$ cat src/rtl/bc_pkg.sv
package bc_pkg;
  localparam int RF_AW = 2;
  localparam logic [RF_AW-1:0] RA_WORD = 2'd0;
  localparam logic [RF_AW-1:0] RA_MASK = 2'd1;
  localparam logic [RF_AW-1:0] RA_SUM  = 2'd2;
  localparam logic [RF_AW-1:0] RA_TMP  = 2'd3;

  typedef enum logic [2:0] {
    ST_IDLE, ST_LOAD, ST_CLR, ST_MASK, ST_AND, ST_ACC, ST_SHIFT, ST_DONE
  } bc_state_e;

  typedef enum logic [2:0] {
    ALU_PASS, ALU_SUB, ALU_INC, ALU_AND, ALU_ADD
  } bc_alu_op_e;

  typedef struct packed {
    logic [RF_AW-1:0] rd_a;
    logic [RF_AW-1:0] rd_b;
    bc_alu_op_e       alu_op;
    logic             shr;
    logic             wr_en;
    logic [RF_AW-1:0] wr_addr;
    logic             wr_from_in;
    logic             out_en;
  } bc_ctrl_t;
endpackage

$ cat src/rtl/bc_regfile.sv
module bc_regfile #(
  parameter int W     = 16,
  parameter int DEPTH = 4,
  localparam int AW   = $clog2(DEPTH)
) (
  input  logic          clk_i,
  input  logic          rst_ni,
  input  logic          we_i,
  input  logic [AW-1:0] waddr_i,
  input  logic [W-1:0]  wdata_i,
  input  logic [AW-1:0] raddr_a_i,
  input  logic [AW-1:0] raddr_b_i,
  output logic [W-1:0]  rdata_a_o,
  output logic [W-1:0]  rdata_b_o
);
  logic [W-1:0] mem_q [DEPTH];

  for (genvar g = 0; g < DEPTH; g++) begin : g_ent
    always_ff @(posedge clk_i or negedge rst_ni) begin
      if (!rst_ni)                            mem_q[g] <= '0;
      else if (we_i && waddr_i == AW'(g))     mem_q[g] <= wdata_i;
    end
  end

  assign rdata_a_o = mem_q[raddr_a_i];
  assign rdata_b_o = mem_q[raddr_b_i];
endmodule

$ cat src/rtl/bc_alu.sv
module bc_alu
  import bc_pkg::*;
#(
  parameter int W = 16
) (
  input  bc_alu_op_e   op_i,
  input  logic [W-1:0] a_i,
  input  logic [W-1:0] b_i,
  output logic [W-1:0] y_o
);
  always_comb begin
    unique case (op_i)
      ALU_SUB: y_o = a_i - b_i;
      ALU_INC: y_o = a_i + W'(1);
      ALU_AND: y_o = a_i & b_i;
      ALU_ADD: y_o = a_i + b_i;
      default: y_o = a_i;
    endcase
  end
endmodule

$ cat src/rtl/bc_shifter.sv
module bc_shifter #(
  parameter int W = 16
) (
  input  logic         shr_i,
  input  logic [W-1:0] d_i,
  output logic [W-1:0] q_o
);
  assign q_o = shr_i ? {1'b0, d_i[W-1:1]} : d_i;
endmodule

$ cat src/rtl/bc_ctrl.sv
module bc_ctrl
  import bc_pkg::*;
(
  input  logic      clk_i,
  input  logic      rst_ni,
  input  logic      start_i,
  input  logic      zero_i,   // shifted word is zero
  output bc_state_e state_o,
  output bc_ctrl_t  cw_o
);
  bc_state_e state_q, state_d;

  always_ff @(posedge clk_i or negedge rst_ni) begin
    if (!rst_ni) state_q <= ST_IDLE;
    else         state_q <= state_d;
  end

  always_comb begin
    state_d = state_q;
    cw_o    = '{rd_a: RA_WORD, rd_b: RA_WORD, alu_op: ALU_PASS, shr: 1'b0,
                wr_en: 1'b0, wr_addr: RA_WORD, wr_from_in: 1'b0, out_en: 1'b0};
    unique case (state_q)
      ST_IDLE: if (start_i) state_d = ST_LOAD;
      ST_LOAD: begin
        cw_o.wr_en = 1'b1; cw_o.wr_addr = RA_WORD; cw_o.wr_from_in = 1'b1;
        state_d = ST_CLR;
      end
      ST_CLR: begin
        cw_o.rd_a = RA_SUM; cw_o.rd_b = RA_SUM; cw_o.alu_op = ALU_SUB;
        cw_o.wr_en = 1'b1; cw_o.wr_addr = RA_SUM;
        state_d = ST_MASK;
      end
      ST_MASK: begin
        cw_o.rd_a = RA_SUM; cw_o.alu_op = ALU_INC;
        cw_o.wr_en = 1'b1; cw_o.wr_addr = RA_MASK;
        state_d = ST_AND;
      end
      ST_AND: begin
        cw_o.rd_a = RA_WORD; cw_o.rd_b = RA_MASK; cw_o.alu_op = ALU_AND;
        cw_o.wr_en = 1'b1; cw_o.wr_addr = RA_TMP;
        state_d = ST_ACC;
      end
      ST_ACC: begin
        cw_o.rd_a = RA_SUM; cw_o.rd_b = RA_TMP; cw_o.alu_op = ALU_ADD;
        cw_o.wr_en = 1'b1; cw_o.wr_addr = RA_SUM;
        state_d = ST_SHIFT;
      end
      ST_SHIFT: begin
        cw_o.rd_a = RA_WORD; cw_o.shr = 1'b1;
        cw_o.wr_en = 1'b1; cw_o.wr_addr = RA_WORD;
        state_d = zero_i ? ST_DONE : ST_AND;
      end
      ST_DONE: begin
        cw_o.rd_a = RA_SUM; cw_o.out_en = 1'b1;
        state_d = ST_IDLE;
      end
      default: state_d = ST_IDLE;
    endcase
  end

  assign state_o = state_q;
endmodule

$ cat src/rtl/bitcount_seq.sv
module bitcount_seq
  import bc_pkg::*;
#(
  parameter int W   = 16,
  localparam int CW = $clog2(W + 1)
) (
  input  logic          clk_i,
  input  logic          rst_ni,
  input  logic          start_i,
  input  logic [W-1:0]  data_i,
  output logic [CW-1:0] count_o,
  output logic          done_o
);
  bc_state_e     state;
  bc_ctrl_t      cw;
  logic [W-1:0]  bus_a, bus_b, alu_y, bus_res, wdata;
  logic [CW-1:0] count_q;
  logic          done_q;

  bc_ctrl u_ctrl (
    .clk_i, .rst_ni, .start_i,
    .zero_i  (bus_res == '0),
    .state_o (state),
    .cw_o    (cw)
  );

  assign wdata = cw.wr_from_in ? data_i : bus_res;

  bc_regfile #(.W(W), .DEPTH(4)) u_rf (
    .clk_i, .rst_ni,
    .we_i      (cw.wr_en),
    .waddr_i   (cw.wr_addr),
    .wdata_i   (wdata),
    .raddr_a_i (cw.rd_a),
    .raddr_b_i (cw.rd_b),
    .rdata_a_o (bus_a),
    .rdata_b_o (bus_b)
  );

  bc_alu #(.W(W)) u_alu (.op_i(cw.alu_op), .a_i(bus_a), .b_i(bus_b), .y_o(alu_y));

  bc_shifter #(.W(W)) u_shr (.shr_i(cw.shr), .d_i(alu_y), .q_o(bus_res));

  // output port: loaded on the final state, disabled (zero) once a new run starts
  always_ff @(posedge clk_i or negedge rst_ni) begin
    if (!rst_ni) begin
      count_q <= '0;
      done_q  <= 1'b0;
    end else if (cw.out_en) begin
      count_q <= bus_a[CW-1:0];
      done_q  <= 1'b1;
    end else if (state == ST_IDLE && start_i) begin
      count_q <= '0;
      done_q  <= 1'b0;
    end
  end

  assign count_o = count_q;
  assign done_o  = done_q;
endmodule

$ cat config.mk
export PLATFORM = sky130hd
export DESIGN_NAME = bitcount_seq
export DESIGN_NICKNAME = d
export VERILOG_FILES = /design/src/rtl/bc_pkg.sv /design/src/rtl/bc_regfile.sv /design/src/rtl/bc_alu.sv /design/src/rtl/bc_shifter.sv /design/src/rtl/bc_ctrl.sv /design/src/rtl/bitcount_seq.sv
export SDC_FILE = /design/constraint.sdc
export NUM_CORES = 1
export LEC_CHECK = 0
export CAP_MARGIN = 20
export CORE_MARGIN = 2
export CORE_UTILIZATION = 65
export CTS_BUF_LIST = sky130_fd_sc_hd__clkbuf_4 sky130_fd_sc_hd__clkbuf_8 sky130_fd_sc_hd__clkbuf_16
export DETAILED_ROUTE_END_ITERATION = 6
export PLACE_DENSITY = 0.83
export SLEW_MARGIN = 0
export SYNTH_ARGS = -nofsm -noshare
export SYNTH_HDL_FRONTEND = slang
export SYNTH_SLANG_ARGS = --single-unit
export TNS_END_PERCENT = 5
$ cat constraint.sdc
create_clock -name clk_i -period 14.7 [get_ports clk_i]
set_input_delay 2.94 -clock clk_i [delete_from_list [all_inputs] [get_ports clk_i]]
set_output_delay 2.94 -clock clk_i [all_outputs]
set_load 0.01 [all_outputs]
### Yosys cells after proc, flatten, opt, wreduce, memory -nomap -nowiden

Index checks and enable logic that the tools add are counted.

| word-level totals | value |
|---|---|
| flip-flop bits (word level) | 73 |
| bits of input ports | 19 |
| output and inout port bits | 6 |
| word-level logic and storage cells | 65 |

| operators by class | value |
|---|---|
| add/sub/neg operators | 3 |
| magnitude comparators | 2 |
| equal/unequal tests | 15 |
| multiplexer cells | 23 |
| bitwise logic cells | 3 |
| reduce and logical (&&, ||, !) cells | 12 |

Operators by type and width:

| cell | number |
|---|---|
| 16-bit two-way mux | 6 |
| 16-bit binary-select mux with 2-bit select | 2 |
| 16-bit one-hot mux with 4 select lines | 1 |
| 3-bit one-hot mux with 4 select lines | 2 |
| 3-bit one-hot mux with 8 select lines | 1 |
| 16-bit by 1-bit adder with 16-bit output, second input constant | 1 |
| 16-bit adder | 1 |
| 16-bit AND | 1 |
| 16-bit zero test | 1 |
| 16-bit subtractor | 1 |
| 3-bit == test, second input constant | 5 |
| 3-bit by 2-bit == test with 1-bit output, second input constant | 4 |
| 5-bit two-way mux | 2 |
| 3-bit by 1-bit == test with 1-bit output, second input constant | 2 |
| 3-bit >= comparator, second input constant | 2 |
| 2-bit NOT with 3-bit output | 2 |
| 2-bit one-hot mux with 3 select lines | 1 |
| 1-bit logical AND | 5 |
| 1-bit two-way mux | 5 |
| 2-bit == test, second input constant | 2 |
| 2-bit two-way mux | 2 |
| 2-bit OR reduction | 2 |
| 4-bit OR reduction | 1 |
| 3-bit zero test | 1 |
| 5 further kinds | 5 |

### Depth between registers and ports, before layout

| depth | value |
|---|---|
| depth in word-level cells | 13 |
| depth in mapped cells | 22 |
| gate-level depth less buffers | 19 |

### Hierarchy

Synthesis repeated with hierarchy kept, for this count alone.

| second synthesis, totals | value |
|---|---|
| cell total of the unflattened synthesis | 516 |
| area, all modules | 5789.3 sq um |

By module, submodules not included:

| module | instances | cells each | area each (sq um) | seq. area each (sq um) |
|---|---|---|---|---|
| bc_regfile | 1 | 176 | 3174.3 | 1601.5 |
| bc_alu | 1 | 231 | 1478.9 | 0.0 |
| bitcount_seq | 1 | 48 | 546.8 | 150.1 |
| bc_ctrl | 1 | 43 | 346.6 | 75.1 |
| bc_shifter | 1 | 18 | 242.7 | 0.0 |

### Worst setup path after synthesis

Ideal clock, no wire load.

| timing path | value |
|---|---|
| kind | register -> register |
| start | reg u_ctrl.state_q[1] (netlist: u_ctrl.state_o[1]) |
| end | reg u_ctrl.state_q[0] (netlist: u_ctrl.state_o[0]) |
| setup time | 0.077 ns |
| data arrival time | 4.795 ns |
| data required time | 14.623 ns |
| path slack | 9.827 ns |
| stages on the path, launching flop included | 22 |
| path buffers | 6 |
| period minus slack after synthesis | 4.873 ns |
| path through | dfrtp_1 buf_2 buf_2 buf_1 clkbuf_1 buf_1 buf_1 a21oi_1 ha_1 and3_1 a21oi_1 mux2i_1 ha_1 a21o_1 a21o_1 a21o_1 a2111oi_0 a21oi_1 xnor2_1 o221a_2 nand4_1 a21oi_1 |

| on the way | value |
|---|---|
| cells in the longest elaborated chain, start to end | 13 |
| elaborated cells between the ends (all ways) | 35 |
| classes of those cells | add/sub: 3; eq/ne: 12; mux: 14; bitwise: 3; reduce/logical: 3 |

Ends and longest elaborated chain:

| what | RTL line | text |
|---|---|---|
| start, declared | bc_ctrl.sv:11 | `bc_state_e state_q, state_d;` |
| start signal, assigned | bc_ctrl.sv:15 | `else state_q <= state_d;` |
| 3-bit == test / 3-bit by 2-bit == test with 1-bit output (equally long branches) | bc_ctrl.sv:22 | `unique case (state_q)` |
| 4-bit OR reduction (no source line) | -- |  |
| 2-bit two-way mux | bc_ctrl.sv:22 |  |
| 2-bit NOT with 3-bit output (not written as such) | bc_regfile.sv:25 | `assign rdata_a_o = mem_q[raddr_a_i];` |
| 16-bit binary-select mux with 2-bit select | bc_regfile.sv:25 |  |
| 16-bit two-way mux (not written as such) (2 in series) | bc_regfile.sv:25 |  |
| 16-bit adder, or another cell as far along | bc_alu.sv:16 | `ALU_ADD: y_o = a_i + b_i;` |
| 16-bit one-hot mux with 4 select lines | bc_alu.sv:12 | `unique case (op_i)` |
| 16-bit two-way mux | bc_shifter.sv:8 | `assign q_o = shr_i ? {1'b0, d_i[W-1:1]} : d_i;` |
| 16-bit zero test | bitcount_seq.sv:22 | `.zero_i (bus_res == '0),` |
| 2-bit two-way mux | bc_ctrl.sv:51 | `state_d = zero_i ? ST_DONE : ST_AND;` |
| 3-bit one-hot mux with 8 select lines | bc_ctrl.sv:22 |  |

Parallel ways exist; a longest one is shown, timed or not. The select of a mux whose other input is x is not followed.
A chain may end at the register's enable or synchronous reset.

### Final worst setup path

| timing path | value |
|---|---|
| start | reg u_ctrl.state_q[0] (netlist: u_ctrl.state_o[0]) |
| end | reg u_ctrl.state_q[0] (netlist: u_ctrl.state_o[0]) |

The elaborated chain is that of the path after synthesis.

==> flow_metrics.tcl <==
set metrics [dict create \
    relSlewSlack_pct 20.68 \
    met2_usage_pct 62.44 \
    drc 0 \
    post-route-min-period_ns 6.316 \
    seq_area_frac_synth_pct 30.89 \
    firstDrtPassIters 6 \
    htreeDepth 3 \
    core_um2 8593 \
    syn_area_per_cell_um2 7.821 \
    critPathKind "reg2reg" \
    synth_mux_area_share_pct 9.091 \
    synthSimpleGateAreaFrac_pct 22.35 \
    hp-class "reg2reg" \
    worstPathArrival_ns 6.61 \
    portBuffers 24 \
    mostFrequentLayoutCells "nand2_1, nor2_1, dfrtp_1" \
    ioPinCount 25 \
    synth_edf_count 0 \
    clk_pin_slew_ns 0.09 \
    cts_resized 0 \
    clk_latency_ns 0.36 \
    diodes 0 \
    grt_max_degree 71 \
    period_share_pct 42.97 \
    outcome "finished clean" \
    synth_compound_area_share_pct 27.54 \
    clock_skew_ns 0.01415 \
    top_usage_layer "met2" \
    clkSinkCount 70 \
    wirelength_um 18850 \
    cts_buffers 9 \
    syn_to_final_growth_pct 6.443 \
    overflow 0 \
    track_usage_pct 39.95 \
    cts_setup_buffers 0 \
    gp_congestion 1.041 \
    grt_pass1_vias 5665 \
    async_flop_share_pct 100.0 \
    start_util_pct 65.99 \
    fin_tns_setup_ns 0 \
    slowest_stage "nor2_1" \
    drtIter0Drc 669 \
    synth.distinct_cells 73 \
    start_kind "flop" \
    path_cells "inv_2, nor2_1, nand2_1, buf_4, nand2_1, o21ai_0, ha_1, or3_1, nor2_1, o21ai_0, and4b_1, nor3_1, nand3_1, nor4_1, nand4_1, a21oi_1" \
    dieHeight_um 97.40 \
    fmax_ghz 0.1583 \
    use_met1_pct 53.58 \
    synth_cells 725 \
    die_area_um2 9487 \
    grt_pass1_wl_um 29960 \
    max-cap-violations 0 \
    viasPerCell 7.001 \
    final_common_cell "nand2_1" \
    worst_slew_pin_slew_ns 1.185 \
    synth_top_family_by_area "compound AO/OA/AOI/OAI gates" \
    wl_per_cell_um 22.68 \
    antenna_found_initial 0 \
    root_buffer "clkbuf_8" \
    synth-warning-count 0 \
    critPathMaxStageDelay_ns 0.97 \
    cts_buffer_depth 2 \
    dpl.hpwl_um 13010 \
    synthAdderAreaFrac_pct 3.883 \
    cts_tree "yes" \
    setup_viol 0 \
    syn_nets 761 \
    use_met3_pct 8.777 \
    rsz0062_at_grt "false" \
    synth_xor_area_share_pct 0.9267 \
    critPathRequiredTime_ns 14.99 \
    path_delay_family "simple AND/OR/NAND/NOR gates" \
    die_width_um 97.40 \
    critPathMaxFanout 33 \
    drive_above_1_share_pct 8.299 \
    netlist_area_um2 5670 \
    fp-row-count 34 \
    worstSetupEndpointType "flop" \
    postRouteAntennaNets 0 \
    hold_buffers 0 \
    nets 756 \
    hold_violations 0 \
    synthFlopType "dfrtp_1" \
    ys_ff_latch 70 \
    critPathBufInv 2 \
    place_ws_ns 8.705 \
    slew_violations 0 \
    setup_ws_ns 8.384 \
    vias 5818 \
]
-- path summary, 6_finish.rpt --
path	start	to	slack, ns	cells past startpoint
worst min-delay path	u_rf.mem_q[13]	u_rf.mem_q[13]	0.47	2
worst min register to register	u_rf.mem_q[13]	u_rf.mem_q[13]	0.47	2
worst max register to register	u_ctrl.state_o[0]	u_ctrl.state_o[0]	8.38	16
min in group asynchronous	rst_ni	u_rf.mem_q[8]	2.78	2
worst max-delay path	u_ctrl.state_o[0]	u_ctrl.state_o[0]	8.38	16
max in group asynchronous	rst_ni	u_ctrl.state_o[2]	11.28	2
-- metrics by stage --
stage	instances	hold WS, ns	util (%)	area (um2)
after floorplan	725	0.4385	-	5670
after global placement	817	0.4574	68.27	5867
after CTS	831	0.4739	70.24	6036
final	831	0.4704	70.24	6036
after global routing	831	0.5153	70.24	6036
after detailed placement	817	0.4555	68.27	5867
-- kinds of logic after synthesis --
logic type                 Yosys count
and+or+nand+nor                    284
AOI/OAI and AO/OA                  236
DFF                                 70
buffers and inverters               64
muxes                               48
adders and majority gates           17
xor gates and xnor gates             6
-- per-layer routing --
metal / vias up / share of wire [%]
met5: - / 0
met4: 0 / 4.9
met3: 74 / 10
met2: 371 / 45
met1: 2753 / 39
li1: 2620 / -
-- registers in the layout (all words and copies together) (netlist names) --
name and cells:
count_o 5, done_o 1, u_ctrl.state_o 3, u_rf.mem_q 61
-- Yosys cell counts, drive strengths merged, types with 3 or more instances --
library cell    n  area [um2]
and2            6       37.54
nor4            4       25.02
o21bai          4       30.03
clkbuf         26       98.84
nor2           85       321.6
a31oi           7       43.79
mux2i          30       312.8
nand3b          4       30.03
a221oi          5       50.04
a211oi          5       37.54
and3            4       25.02
nand2b         15       93.84
dfrtp          70        1752
a22o            3       26.28
ha             16       200.2
a311oi          4       35.03
o221a           4       45.04
inv            15       56.31
xnor2           6       52.55
nor3           18       90.09
a22oi          10       80.07
nand2         112       420.4
o21ai          67       335.3
o21a            8       60.06
mux2           18       202.7
o311a           5       50.05
buf            23       146.4
o221ai          3       26.28
o2bb2ai         4       35.03
o32ai           4       35.03
or3             4       25.02
o211ai          5       37.54
nand3          14       75.07
a2bb2oi         5       43.79
nor2b           8       50.05
o22ai          10       62.56
a21o           11       82.58
a21oi          51       259.0
o31ai           3       22.52
-- area by class of cell --
cell class              count  area (um2)
repair buffers             33       302.8
clock buffers              12       158.9
clock inverters             2       10.01
flip-flops and latches     70        1755
well taps                 108       135.1
fillers                   737        2557
multi-input cells         591        3617
inverters                  15       56.30
-- tightest hold or removal path, cell delays in order (launching register included) --
cell and delay, ns:
dfrtp_1 0.35, nand2_1 0.05, nand2_1 0.05
Power is not shown: default switching activity piles up to over one toggle a cycle in this logic, so the estimate is an artifact.
